`src/rtl/fmsr_pkg.sv`:
```
package fmsr_pkg;

   typedef enum logic [2:0] {
      CLS_NUM  = 3'd0,
      CLS_ZERO = 3'd1,
      CLS_INF  = 3'd2,
      CLS_QNAN = 3'd3,
      CLS_SNAN = 3'd4
   } fp_cls_t;

   typedef enum logic [1:0] {
      SRC_MUL  = 2'd0,
      SRC_A    = 2'd1,
      SRC_B    = 2'd2,
      SRC_DFLT = 2'd3
   } res_src_t;

   // Ordering weight: a heavier class goes to the y slot.
   // Zero is the lightest, so an x-side zero test suffices.
   function automatic logic [2:0] cls_weight(input logic [2:0] c);
      case (c)
         CLS_SNAN: cls_weight = 3'd4;
         CLS_QNAN: cls_weight = 3'd3;
         CLS_INF:  cls_weight = 3'd2;
         CLS_NUM:  cls_weight = 3'd1;
         default:  cls_weight = 3'd0;
      endcase
   endfunction

   function automatic logic is_nan(input logic [2:0] c);
      is_nan = (c == CLS_QNAN) || (c == CLS_SNAN);
   endfunction

endpackage

```
`src/rtl/fmsr_order.sv`:
```
module fmsr_order
   import fmsr_pkg::*;
(
   input  logic [2:0] a_cls,
   input  logic       a_sign,
   input  logic [2:0] b_cls,
   input  logic       b_sign,
   output logic [2:0] x_cls,
   output logic       x_sign,
   output logic [2:0] y_cls,
   output logic       y_sign,
   output logic       swapped
);

   // Swap only on a strictly heavier A; ties keep A in x.
   assign swapped = cls_weight(a_cls) > cls_weight(b_cls);

   always_comb begin
      if (swapped) begin
         x_cls  = b_cls;
         x_sign = b_sign;
         y_cls  = a_cls;
         y_sign = a_sign;
      end else begin
         x_cls  = a_cls;
         x_sign = a_sign;
         y_cls  = b_cls;
         y_sign = b_sign;
      end
   end

endmodule

```
`src/rtl/fmsr_decide.sv`:
```
module fmsr_decide
   import fmsr_pkg::*;
(
   input  logic [2:0] x_cls,
   input  logic       x_sign,
   input  logic [2:0] y_cls,
   input  logic       y_sign,
   input  logic       swapped,
   output logic [2:0] res_cls,
   output logic       res_sign,
   output logic [1:0] res_src,
   output logic       flag_snan,
   output logic       flag_imz,
   output logic       mul_req
);

   logic [1:0] src_x;
   logic [1:0] src_y;
   logic       sign_xor;

   assign src_x    = swapped ? SRC_B : SRC_A;
   assign src_y    = swapped ? SRC_A : SRC_B;
   assign sign_xor = x_sign ^ y_sign;

   always_comb begin
      res_cls   = CLS_NUM;
      res_sign  = sign_xor;
      res_src   = SRC_MUL;
      flag_snan = (x_cls == CLS_SNAN) || (y_cls == CLS_SNAN);
      flag_imz  = 1'b0;
      mul_req   = 1'b0;
      if (is_nan(y_cls)) begin
         res_cls  = y_cls;
         res_sign = y_sign;
         res_src  = src_y;
      end else if (y_cls == CLS_INF) begin
         if (x_cls == CLS_ZERO) begin
            res_cls  = CLS_QNAN;
            res_sign = 1'b0;
            res_src  = SRC_DFLT;
            flag_imz = 1'b1;
         end else begin
            res_cls  = CLS_INF;
            res_src  = src_y;
         end
      end else if (x_cls == CLS_ZERO) begin
         res_cls = CLS_ZERO;
         res_src = src_x;
      end else begin
         mul_req = 1'b1;
      end
   end

endmodule

```
`src/rtl/fmsr_expnorm.sv`:
```
module fmsr_expnorm #(
   parameter int EXP_W   = 11,
   parameter int PROD_W  = 48,
   parameter bit NORM_EN = 1'b1
) (
   input  logic signed [EXP_W-1:0] a_exp,
   input  logic signed [EXP_W-1:0] b_exp,
   input  logic        [PROD_W-1:0] prod_sig,
   input  logic                     sticky_in,
   output logic signed [EXP_W:0]    exp_sum,
   output logic signed [EXP_W:0]    norm_exp,
   output logic        [PROD_W-1:0] norm_sig,
   output logic                     norm_sticky
);

   localparam int SUM_W = EXP_W + 1;

   logic signed [SUM_W-1:0] a_wide;
   logic signed [SUM_W-1:0] b_wide;

   assign a_wide  = SUM_W'(a_exp);
   assign b_wide  = SUM_W'(b_exp);
   assign exp_sum = a_wide + b_wide;

   generate
      if (NORM_EN) begin : g_norm
         logic carry_top;
         assign carry_top   = prod_sig[PROD_W-1];
         assign norm_sig    = carry_top ? {1'b0, prod_sig[PROD_W-1:1]} : prod_sig;
         assign norm_sticky = sticky_in | (carry_top & prod_sig[0]);
         assign norm_exp    = exp_sum + SUM_W'(carry_top);
      end else begin : g_pass
         assign norm_sig    = prod_sig;
         assign norm_sticky = sticky_in;
         assign norm_exp    = exp_sum;
      end
   endgenerate

endmodule

```
`src/rtl/fmul_special_resolver.sv`:
```
module fmul_special_resolver
   import fmsr_pkg::*;
#(
   parameter int EXP_W   = 11,
   parameter int PROD_W  = 48,
   parameter bit NORM_EN = 1'b1
) (
   input  logic [2:0]              a_cls,
   input  logic                    a_sign,
   input  logic signed [EXP_W-1:0] a_exp,
   input  logic [2:0]              b_cls,
   input  logic                    b_sign,
   input  logic signed [EXP_W-1:0] b_exp,
   input  logic [PROD_W-1:0]       prod_sig,
   input  logic                    sticky_in,
   output logic [2:0]              res_cls,
   output logic                    res_sign,
   output logic [1:0]              res_src,
   output logic                    flag_snan,
   output logic                    flag_imz,
   output logic                    mul_req,
   output logic signed [EXP_W:0]   exp_sum,
   output logic signed [EXP_W:0]   norm_exp,
   output logic [PROD_W-1:0]       norm_sig,
   output logic                    norm_sticky
);

   generate
      if (EXP_W < 2) begin : g_bad_exp
         $error("fmul_special_resolver: EXP_W must be at least 2");
      end
      if (PROD_W < 4) begin : g_bad_prod
         $error("fmul_special_resolver: PROD_W must be at least 4");
      end
   endgenerate

   logic [2:0] x_cls;
   logic       x_sign;
   logic [2:0] y_cls;
   logic       y_sign;
   logic       swapped;

   fmsr_order u_order (
      .a_cls   (a_cls),
      .a_sign  (a_sign),
      .b_cls   (b_cls),
      .b_sign  (b_sign),
      .x_cls   (x_cls),
      .x_sign  (x_sign),
      .y_cls   (y_cls),
      .y_sign  (y_sign),
      .swapped (swapped)
   );

   fmsr_decide u_decide (
      .x_cls     (x_cls),
      .x_sign    (x_sign),
      .y_cls     (y_cls),
      .y_sign    (y_sign),
      .swapped   (swapped),
      .res_cls   (res_cls),
      .res_sign  (res_sign),
      .res_src   (res_src),
      .flag_snan (flag_snan),
      .flag_imz  (flag_imz),
      .mul_req   (mul_req)
   );

   fmsr_expnorm #(
      .EXP_W   (EXP_W),
      .PROD_W  (PROD_W),
      .NORM_EN (NORM_EN)
   ) u_expnorm (
      .a_exp       (a_exp),
      .b_exp       (b_exp),
      .prod_sig    (prod_sig),
      .sticky_in   (sticky_in),
      .exp_sum     (exp_sum),
      .norm_exp    (norm_exp),
      .norm_sig    (norm_sig),
      .norm_sticky (norm_sticky)
   );

endmodule

```
`config.mk`:
```
export PLATFORM = sky130hd
export DESIGN_NAME = fmul_special_resolver
export DESIGN_NICKNAME = d
export VERILOG_FILES = /design/src/rtl/fmsr_pkg.sv /design/src/rtl/fmsr_order.sv /design/src/rtl/fmsr_decide.sv /design/src/rtl/fmsr_expnorm.sv /design/src/rtl/fmul_special_resolver.sv
export SDC_FILE = /design/constraint.sdc
export NUM_CORES = 1
export LEC_CHECK = 0
export CAP_MARGIN = 10
export CORE_MARGIN = 4
export CORE_UTILIZATION = 34
export DETAILED_ROUTE_END_ITERATION = 8
export GPL_TIMING_DRIVEN = 0
export PLACE_DENSITY = 0.92
export SLEW_MARGIN = 40
export SYNTH_ARGS = -nofsm -noshare
export SYNTH_HDL_FRONTEND = slang
export SYNTH_SLANG_ARGS = --single-unit
```
`constraint.sdc`:
```
create_clock -name vclk -period 4.8
set_input_delay 0.48 -clock vclk [all_inputs]
set_output_delay 0.48 -clock vclk [all_outputs]
set_load 0.005 [all_outputs]
```
# Yosys cells after proc, flatten, opt, wreduce, memory -nomap -nowiden
# Index checks and enable logic that the tools add are counted.
# op_classes
magnitude_cmp,1
addsub,2
n_reduce_logical,4
n_mux,26
n_eq_ne,11
bitwise_logic,3
# ops
cell,n
$mux 47,1
$pmux 3 s4,2
$eq 3x2->1 const B,6
$mux 1,13
$add 11x11->12,1
$add 12x1->12,1
$eq 3x3->1 const B,4
$mux 2,6
$mux 3,4
$logic_not 3->1,2
$eq 3x1->1 const B,1
$gt 3x3->1,1
$logic_or 1x1->1,2
$and 1x1->1,1
$or 1x1->1,1
$xor 1x1->1,1
# word_totals
register_bits,0
output_inout_bits,82

# Longest topological paths before layout
# depth
depth_word,8
depth_mapped,11
depth_no_buf,10

# Modules after synthesis
# A second synthesis with hierarchy kept.
# unflattened
cells_unflattened,218
hier_area_um2,1809.2
# modules_own_cells
module,seq_area_each_um2,cells_per_inst,instances,area_per_inst_um2
fmsr_expnorm,0.0,158,1,1342.5
fmsr_decide,0.0,36,1,237.7
fmsr_order,0.0,24,1,229.0

# Worst setup path after synthesis
# No wires, ideal clock.
# synth_path
path_kind,input -> output
start,in a_exp[0]
end,out norm_exp[11]
cell_stages,10
arrival_ns,2.435
path_buffers,0
setup_slack_ns,1.885
cell_sequence,ha_1 -> inv_1 -> fa_1 -> nand2b_1 -> a21oi_1 -> o22ai_1 -> xnor2_1 -> and4_4 -> nand3_2 -> xnor2_1
# synth_between
elab_chain_cells,2
# synth_lines
item,line,rtl
"start, declared",fmul_special_resolver.sv:10,"input logic signed [EXP_W-1:0] a_exp,"
$add 11x11->12,fmsr_expnorm.sv:23,assign exp_sum = a_wide + b_wide;
via exp_sum[8],fmul_special_resolver.sv:22,"output logic signed [EXP_W:0] exp_sum,"
$add 12x1->12,fmsr_expnorm.sv:31,assign norm_exp = exp_sum + SUM_W'(carry_top);
"end, declared",fmul_special_resolver.sv:23,"output logic signed [EXP_W:0] norm_exp,"
# The timed path passes the listed nets, and every way through them passes these cells.

# Final worst setup path
# layout_path
start,in b_cls[1]
end,out res_sign
# layout_between
elab_chain_cells,8
word_cells_on_any_way,19
cone_classes,1 x order compare; 7 x eq/ne; 8 x mux; 1 x bitwise; 2 x reduce/logical
# layout_lines
item,line,rtl
"start, declared",fmul_special_resolver.sv:11,"input logic [2:0] b_cls,"
"$eq 3x2->1, or another cell as far along",fmsr_pkg.sv:21,case (c)
$pmux 3 s4,fmsr_pkg.sv:21,
$gt 3x3->1,fmsr_order.sv:16,assign swapped = cls_weight(a_cls) > cls_weight(b_cls);
$mux 3 / $mux 1 (equally long branches),fmsr_order.sv:19,if (swapped) begin
$eq 3x1->1 / $xor 1x1->1 (equally long branches),"fmsr_decide.sv:37, fmsr_decide.sv:23",
$mux 1,fmsr_decide.sv:37,if (x_cls == CLS_ZERO) begin
$mux 1,fmsr_decide.sv:36,end else if (y_cls == CLS_INF) begin
$mux 1 (*),fmsr_decide.sv:32,if (is_nan(y_cls)) begin
"end, declared",fmul_special_resolver.sv:17,"output logic res_sign,"
# Every way passes the cells marked *; elsewhere a longest branch is shown, timed or not.

==> metrics.md <==
| Metric | Value |
|---|---|
| Status | complete, no violations |
| Syn_area_per_cell | a little over 8 µm² |
| GRT Util Overall | 0.1922 |
| Final worst slack | around 0.59 ns |
| Detailed placement HPWL | around 5600 µm |
| Area delta synth->final | 99.19% |
| Worst-path fanout max | 7 |
| Initial DRT Pass Iterations | 4 |
| Sequential-to-total area share from yosys stat | 0 |
| Cts hold-fix bufs | 0 |
| Peak supply drop | around 0.000077 V |
| Maxcap violations | 0 |
| Post-synthesis compound-gate area fraction | 0.2077 |
| Simple logic cell fraction of the synthesized area | 0.1834 |
| Layout cells sized above 1 | 0.1744 |
| Pwr Density | between 100 and 150 nW/µm² |
| Setup Fix Bufs, Post-CTS | 0 |
| Setup_tns | 0 ns |
| Syn Inst Count | approximately 210 |
| GRT busiest layer | met2 |
| Number of global-route vias before repair | approximately 2200 |
| LEAKAGE | approximately 1.3 nW |
| Die footprint | between 6000 and 7000 µm² |
| DR WL/cell | approximately 14 µm |
| Synth warn | 0 |
| Mux share of post-synthesis cell area | 0.3233 |
| Met1 usage | 0.2262 |
| Kind of critical path | input port to primary output |
| Met2 usage | 0.3837 |
| Diode count | 0 |
| DIE HEIGHT | roughly 80 µm |
| Largest net degree at the start of global routing | 11 |
| Hold Path Class | input port to primary output |
| WL final | 6229 µm |
| GP Congestion | ~0.87 |
| CP arrival | ~3.7 ns |
| Net Count, Synth | 303 |
| First-pass GRT wire length | between 10000 and 15000 µm |
| Initial core utilization | 0.3550 |
| Initial antenna violation count | 0 |
| Fin. Hold Viols | 0 |
| Rows | 25 |
| Critical Path Start Type | input port |
| Aggregate global routing overflow | 0 |
| Met3 track demand over resource | 0.02834 |
| Setup Viol. Count Final | 0 |
| Drt via density | 5.048 |
| Sequential cell area | 0 µm² |
| FFs & Latches | 0 |
| Post-Synth Adder-Cell Area | 0.1296 |
| RSZ-0062 raised after global routing | false |
| Synth unique cells | 56 |
| Crit. End Element | primary output |
| Tmin final | 4.209 ns |
| Core area | approximately 4800 µm² |
| Worst-Margin Slew | 0.5258 ns |
| # DRC | 0 |
| Final nets | 465 |
| IO Port Bufs | 160 |
| Post-Place Setup Slack | about 0.62 ns |
| Finished Cell Area | about 3400 µm² |
| Fillers | about 390 |
| I/O pin count | 161 |
| Fin Hold WS | slightly below 2 ns |
| Post-route ant nets | 0 |
| Synthesized area | about 1700 µm² |
| Slew margin rel. | 0.6494 |
| # resized after CTS | 0 |
| Die W | around 80 µm |
| Main combinational cell family by area after synthesis | multiplexers |
| Placed cell areas | ~3400 µm² |
| Max Clk Rate | between 0.2 and 0.25 GHz |
| Slew Viols, Final | 0 |
| Post-route clock period utilization | 0.8770 |
| Synth Area in XOR/XNOR | 0.1112 |
| Clkbuf count | 0 |
| Via count | about 2200 |
| DRT iter0 DRCs | 64 |
| CP required | between 4 and 5 ns |
-- worst max-delay path, cell delays in order --
cell and delay (ns):
clkdlybuf4s50_1 0.60, nor2b_1 0.26, inv_1 0.07, ha_1 0.28, nor2b_1 0.13, o21a_1 0.18, o21a_1 0.22, o41ai_1 0.49
a21o_1 0.21, o21ai_0 0.10, a22o_1 0.26, clkdlybuf4s50_1 0.45
-- synth_stat cells, types with 2 or more instances --
cell type  count  area [µm²]
nor2b_1        3       18.77
a21oi_1        7       35.03
xnor2_1       10       87.58
mux2_2        47       529.3
nor2_1        10       37.54
o21ai_0        7       35.03
o211ai_1       2       15.01
a21oi_2        2       17.52
nand4_1        2       12.51
inv_1          9       33.78
and2_1         3       18.77
nand2b_1       8       50.05
or2_2          2       12.51
ha_1          16       200.2
buf_1          2       7.510
nor3b_1        3       22.52
mux2i_1        2       20.02
nand2_1       12       45.04
xor2_2         2       32.53
o22ai_1        2       12.51
xor2_1         6       52.55
o21a_1         3       22.52
nand3_1        5       25.02
clkbuf_1       4       15.01
a21o_1         7       52.55
-- path summary, 6_finish.rpt --
path	startpoint	slack, ns	cells past startpoint	end
max	b_cls[1]	0.59	12	res_sign
min	sticky_in	1.97	3	norm_sticky
-- placed cells by master (no fill, tap or decap), types with 2 or more instances in the layout --
| cell type | n |
|---|---|
| a21oi_2 | 2 |
| o211ai_1 | 2 |
| nor2_1 | 10 |
| xor2_1 | 6 |
| nand2_1 | 12 |
| clkbuf_1 | 4 |
| ha_1 | 16 |
| buf_1 | 2 |
| o21a_1 | 3 |
| nand2b_1 | 8 |
| a21o_1 | 7 |
| xnor2_1 | 10 |
| mux2i_1 | 2 |
| xor2_2 | 2 |
| or2_2 | 2 |
| inv_1 | 9 |
| clkdlybuf4s50_1 | 160 |
| nor2b_1 | 3 |
| a21oi_1 | 7 |
| nand4_1 | 2 |
| and2_1 | 3 |
| nand3_1 | 5 |
| mux2_2 | 47 |
| nor3b_1 | 3 |
| o22ai_1 | 2 |
| o21ai_0 | 7 |
-- per-stage QoR --
stage / cells / utilization / total power [mW]
floorplan: 207 / - / 0.1983
global placement: 434 / 0.7072 / 0.4516
detailed placement: 434 / 0.7072 / 0.4611
CTS: 434 / 0.7072 / 0.4640
global route: 434 / 0.7072 / 0.4987
finish: 434 / 0.7072 / 0.4595
-- per-layer routing --
| layer | vias up | part of all wire | wire (µm) |
|---|---|---|---|
| met4 | 0 | 0 | 0 |
| met2 | 74 | 0.56 | 3472 |
| li1 | 1091 | - | - |
| met1 | 1026 | 0.39 | 2399 |
| met3 | 0 | 0.057 | 357 |
| met5 | - | 0 | 0 |
-- cell families after synthesis --
family / after synthesis
AO/OA/AOI/OAI: 47
XOR/XNOR: 19
AND/OR/NAND/NOR: 56
adder cells (fa/ha/maj): 17
other: 1
buffers and inverters: 18
multiplexers: 49
-- area by class of cell --
cell class | instances | area, µm² | share of cell area
timing repair buffer | 160 | 1602 | 0.4732
tap | 67 | 83.83 | 0.02477
inverter | 10 | 37.54 | 0.01109
multi-input combinational | 189 | 1627 | 0.4806
buffer | 8 | 35.03 | 0.01035
-- power by group --
group	switching, mW	total, mW	internal [mW]
Clock	0	0	0
Combinational	0.172	0.460	0.288
Sequential	0	0	0
Note: power is estimated with default switching activity, not from simulation.
